## src/rtl/perf_monitor.sv

```systemverilog
module perf_monitor #(
  parameter int CNT_W    = 32,
  parameter int EVT_W    = 33,
  parameter int DIV_LOG2 = 6
) (
  input  logic             clk,
  input  logic             rst_n,
  input  logic             reg_wr,
  input  logic [1:0]       reg_addr,
  input  logic [CNT_W-1:0] reg_wdata,
  output logic [CNT_W-1:0] reg_rdata,
  input  logic [EVT_W-1:0] evt_in,
  output logic             irq
);
  localparam int SW = $clog2(EVT_W);

  logic                en, dv;
  logic [2:0]          ien, ovf;
  logic [7:0]          sel0, sel1;
  logic [DIV_LOG2-1:0] pre;
  logic [CNT_W-1:0]    cnt [3];
  logic [2:0]          inc, load, clr, wrap;
  logic                ctrl_wr;

  function automatic logic hit(input logic [7:0] s, input logic [EVT_W-1:0] e);
    if (s == 8'hFF) return 1'b1;
    if (int'(s) < EVT_W) return e[s[SW-1:0]];
    return 1'b0;
  endfunction

  assign ctrl_wr = reg_wr && reg_addr == 2'd0;
  assign inc[0]  = en && (!dv || &pre);
  assign inc[1]  = en && hit(sel0, evt_in);
  assign inc[2]  = en && hit(sel1, evt_in);
  assign clr[0]  = ctrl_wr && reg_wdata[2];
  assign clr[1]  = ctrl_wr && reg_wdata[1];
  assign clr[2]  = clr[1];

  always_comb
    for (int i = 0; i < 3; i++) begin
      load[i] = reg_wr && reg_addr == 2'(i + 1);
      wrap[i] = inc[i] && &cnt[i] && !load[i] && !clr[i];
    end

  always_ff @(posedge clk)
    for (int i = 0; i < 3; i++)
      if (!rst_n)       cnt[i] <= '0;
      else if (load[i]) cnt[i] <= reg_wdata;
      else if (clr[i])  cnt[i] <= '0;
      else if (inc[i])  cnt[i] <= cnt[i] + 1'b1;

  always_ff @(posedge clk)
    if (!rst_n)          pre <= '0;
    else if (clr[0])     pre <= '0;
    else if (en && dv)   pre <= pre + 1'b1;

  always_ff @(posedge clk)
    if (!rst_n) begin
      en <= 1'b0; dv <= 1'b0; ien <= '0; sel0 <= '0; sel1 <= '0; ovf <= '0;
    end else begin
      if (ctrl_wr) begin
        en   <= reg_wdata[0];
        dv   <= reg_wdata[3];
        ien  <= reg_wdata[6:4];
        sel0 <= reg_wdata[27:20];
        sel1 <= reg_wdata[19:12];
      end
      ovf <= (ovf & ~(ctrl_wr ? reg_wdata[10:8] : 3'b000)) | {wrap[0], wrap[2], wrap[1]};
    end

  assign irq = |(ovf & ien);

  always_comb
    case (reg_addr)
      2'd0:    reg_rdata = CNT_W'({4'b0, sel0, sel1, 1'b0, ovf, 1'b0, ien, dv, 2'b0, en});
      2'd1:    reg_rdata = cnt[0];
      2'd2:    reg_rdata = cnt[1];
      default: reg_rdata = cnt[2];
    endcase


  wr_cnt_chk: assert property (@(posedge clk) disable iff (!rst_n)
    reg_wr && reg_addr == 2'd2 |=> cnt[1] == $past(reg_wdata));

  hold_chk: assert property (@(posedge clk) disable iff (!rst_n)
    !en && !reg_wr |=> $stable(cnt[0]) && $stable(cnt[1]) && $stable(cnt[2]));

  no_evt_chk: assert property (@(posedge clk) disable iff (!rst_n)
    !hit(sel0, evt_in) && !reg_wr |=> $stable(cnt[1]));

  wrap_flag_chk: assert property (@(posedge clk) disable iff (!rst_n)
    en && sel0 == 8'hFF && &cnt[1] && !reg_wr |=> ovf[0] && cnt[1] == '0);

  flag_clr_chk: assert property (@(posedge clk) disable iff (!rst_n)
    ctrl_wr && reg_wdata[8] && !(&cnt[1]) |=> !ovf[0]);
endmodule

```

## config.mk

```make
export PLATFORM = sky130hd
export DESIGN_NAME = perf_monitor
export DESIGN_NICKNAME = d
export VERILOG_FILES = /design/src/rtl/perf_monitor.sv
export SDC_FILE = /design/constraint.sdc
export NUM_CORES = 1
export LEC_CHECK = 0
export BUFFER_PORTS_ARGS = -buffer_cell sky130_fd_sc_hd__buf_2
export CORE_MARGIN = 8
export CORE_UTILIZATION = 60
export CTS_CLUSTER_SIZE = 28
export DETAILED_ROUTE_END_ITERATION = 6
export PLACE_DENSITY = 0.87
export SLEW_MARGIN = 25
export SYNTH_ARGS = -nofsm -noshare
export SYNTH_HDL_FRONTEND = slang
export SYNTH_SLANG_ARGS = --single-unit
```

## constraint.sdc

```tcl
create_clock -name clk -period 8.25 [get_ports clk]
set_input_delay 0 -clock clk [delete_from_list [all_inputs] [get_ports clk]]
set_output_delay 0 -clock clk [all_outputs]
set_load 0.02 [all_outputs]
```

==> summary.txt <==
Worst hold path
  – Hold Crit Class: input pin to register
  – Cells on Worst Hold Path: 3

Cells and area
  – Antenna fix cells: 0
  – Fin util: 72.17%
  – Layout area overhead: 18.65%
  – Nets: 1059
  – Fill cells: 950
  – Final design area excluding fillers: 0.009941 mm^2
  – Non-Filler Instances: 1178
  – Fraction of layout cells with a size suffix above 1: 20.94%

Timing
  – F_max: 310.8 MHz
  – Worst-Margin Slew: 1.048 ns
  – Final Skew: 0.009514 ns
  – Worst slew margin: 29.51%
  – Min Hold Slack: 0.05125 ns
  – Final Hold Vio Count: 0
  – Setup TNS: 0 ns
  – Final Slew Violations: 0
  – RSZ-0062 raised after global routing: no
  – Setup violators final: 0
  – Crit share post-route: 39.00%
  – Tmin final: 3.218 ns

Routing
  – Routed Antenna Nets: 0
  – Total iterations of the first detailed-routing run: 6
  – WL final: 26.44 mm
  – Routed vias/inst: 6.598
  – WL/cell: 22.44 um
  – Iteration-0 DRC Markers: 1129
  – Routed vias: 7772
  – DR DRC count: 0

Worst setup path
  – RR Startpoint: sel1[1]
  – Crit path max-delay cell type: dfxtp_1
  – FF-to-FF End: cnt[2][22]
  – Startpoint types: register
  – CP Cell Sequence: mux2_2 > a221oi_1 > o311ai_0 > and4b_1 > o21ai_4 > o21ai_0
  – R2r setup slk: 5.03 ns
  – Data arrival time of the critical path: 3.33 ns
  – Crit end category: register
  – Worst Path Buf+Inv: 0
  – WP data required: 8.36 ns
  – CP endpoint: cnt[2][22]
  – Critical Path Fanout Max: 30
  – CP peak stage delay: 0.73 ns
  – Critical path depth: 6
  – Worst Setup SP: sel1[1]
  – Critical path class: register to register
  – Crit path max-delay family: compound AO/OA/AOI/OAI gates
  – Worst r2r path cells: 6

Clock network
  – TritonCTS clock tree: done
  – Clk sinks: 126
  – # hold bufs at CTS: 31
  – Number of setup buffers added after CTS: 0
  – Clk slew on worst S/H paths: 0.06 ns
  – Post_cts resized: 0
  – Clk_lat worst skew: 0.42 ns
  – Clk root buf: clkbuf_16
  – TritonCTS buffer count: 17
  – H-tree Lvls: 4
  – CTS max path bufs: 2

Synth
  – Synth Register Bits: 126
  – Synth Flop Type: edfxtp_1
  – Asr flop ratio synth: 0%
  – Netlist Area Pre-Place: 0.008378 mm^2
  – Top cell type's share of synthesized area: 34.41%
  – Syn Nets: 948
  – Syn Area/Cell: 9.586 um^2
  – Main area contributors after synthesis: edfxtp_1 34%, mux4_2 8.6%, nand2_1 8.6%
  – Synth unique cells: 62
  – Commonest cells in the netlist: 192 x nand2_1, 96 x edfxtp_1, 72 x o21ai_0
  – Count leader, synth: nand2_1
  – Synth area leader: edfxtp_1
  – Register area share after synthesis: 41.58%
  – Post-Syn Instances: 874
  – Number of enable flip-flop cells after synthesis: 96
  – Synth Warn #: 0

GRT
  – First-pass GRT wire length: 41.41 mm
  – Largest net degree at the start of global routing: 43
  – Initial antenna violation count: 0
  – Grt total ovfl: 0
  – Total Routing Usage GR: 29.27%
  – Vias in the first global route: 7526

Floorplanning
  – Area of the core: 0.01377 mm^2
  – Core Rows: 43
  – Die X: 134.2 um
  – Num ports: 103
  – Starting density of the core: 60.83%
  – Die area: 0.01800 mm^2
  – DIE HEIGHT: 134.2 um

Power
  – PwrDens: 183.9 mW/mm^2
  – Static leakage: 3.442 nW
  – VDD IR max: 162.0 uV

Placement
  – Buffers on Ports: 102
  – Placed Area: 0.008984 mm^2
  – GP Congestion: 0.9130
  – Hpwl dp: 17.58 mm
  – Placed cells: 1115

Run
  – Max-cap violations: 0

Outcome
  – Status: finished, final reports clean
## logic make-up (layout without fill, tap and decap cells)
kind of cell | after synthesis | in the layout | synth area share (%)
simple gates | 378 | 378 | 21.71
compound gates | 153 | 153 | 11.16
flops | 126 | 126 | 41.58
xor+xnor | 95 | 95 | 9.931
buf+inv | 62 | 186 | 3.151
mux | 56 | 56 | 11.87
fa+ha+maj | 4 | 4 | 0.5974
## tightest hold or removal path, delay by kind of cell
kind	cells	cell delay, ns
buf+inv	1	0.21
simple gates	1	0.07
compound gates	1	0.07
## metrics by stage
stage | total power, mW | worst slack, ns
6_report | 1.828 | 5.032
5_1_grt | 1.863 | 4.894
4_1_cts | 1.816 | 5.105
3_5_place_dp | 0.9868 | 5.194
3_3_place_gp | 0.9811 | 5.026
2_1_floorplan | 0.8991 | 5.632
## metal layers
layer,global-route usage [%],vias up,share of wire (%)
li1,-,3397,-
met1,36.14,3628,36
met2,47.85,644,47
met3,7.367,103,13
met4,12.35,0,3.8
met5,0,-,0
## flip-flops by register name (all words and copies together) (netlist names)
| name | flops |
|---|---|
| dv | 1 |
| ien | 3 |
| en | 1 |
| sel0 | 8 |
| ovf | 3 |
| pre | 6 |
| sel1 | 8 |
| cnt | 96 |
## final cells by class
cell class                      instances  area [um^2]  area share, %
Multi-Input combinational cell        686         4656          46.83
Sequential cell                       126         3483          35.04
Timing Repair Buffer                  141        883.3          8.886
Clock buffer                           17        425.4          4.279
Tap cell                              180        225.2          2.266
Clock inverter                         15        219.0          2.203
Inverter                               13        48.80         0.4909
## worst min path at each step
stage             startpoint   endpoint  slack [ns]
2_1_floorplan  reg_wdata[20]    sel0[0]        0.14
3_3_place_gp   reg_wdata[19]    sel1[7]        0.30
3_5_place_dp   reg_wdata[19]    sel1[7]        0.31
4_1_cts         reg_wdata[2]  cnt[1][2]        0.02
5_1_grt         reg_wdata[2]  cnt[1][2]        0.06
6_report        reg_wdata[2]  cnt[1][2]        0.05
## power by group
group	leakage, nW	switching [mW]	internal (mW)
registers	1.26	0.0538	0.723
clock network	0.309	0.297	0.535
logic	1.87	0.123	0.0955
total	3.44	0.474	1.35
## cells in the final DEF, fill, tap and decap left out, types with 17 or more instances in the layout
| cell type | synthesis | final |
|---|---|---|
| nand2_1 | 192 | 192 |
| buf_2 | 10 | 101 |
| edfxtp_1 | 96 | 96 |
| o21ai_0 | 72 | 72 |
| xor2_1 | 62 | 62 |
| nand3_1 | 51 | 51 |
| xnor2_1 | 33 | 33 |
| mux4_2 | 32 | 32 |
| nor2_1 | 35 | 32 |
| dlygate4sd3_1 | 0 | 31 |
| dfxtp_1 | 30 | 30 |
| nand4_1 | 27 | 27 |
| o21ai_1 | 26 | 26 |
| a21boi_0 | 24 | 24 |
| clkbuf_16 | 0 | 17 |
Note: power is estimated with default switching activity, not from simulation.
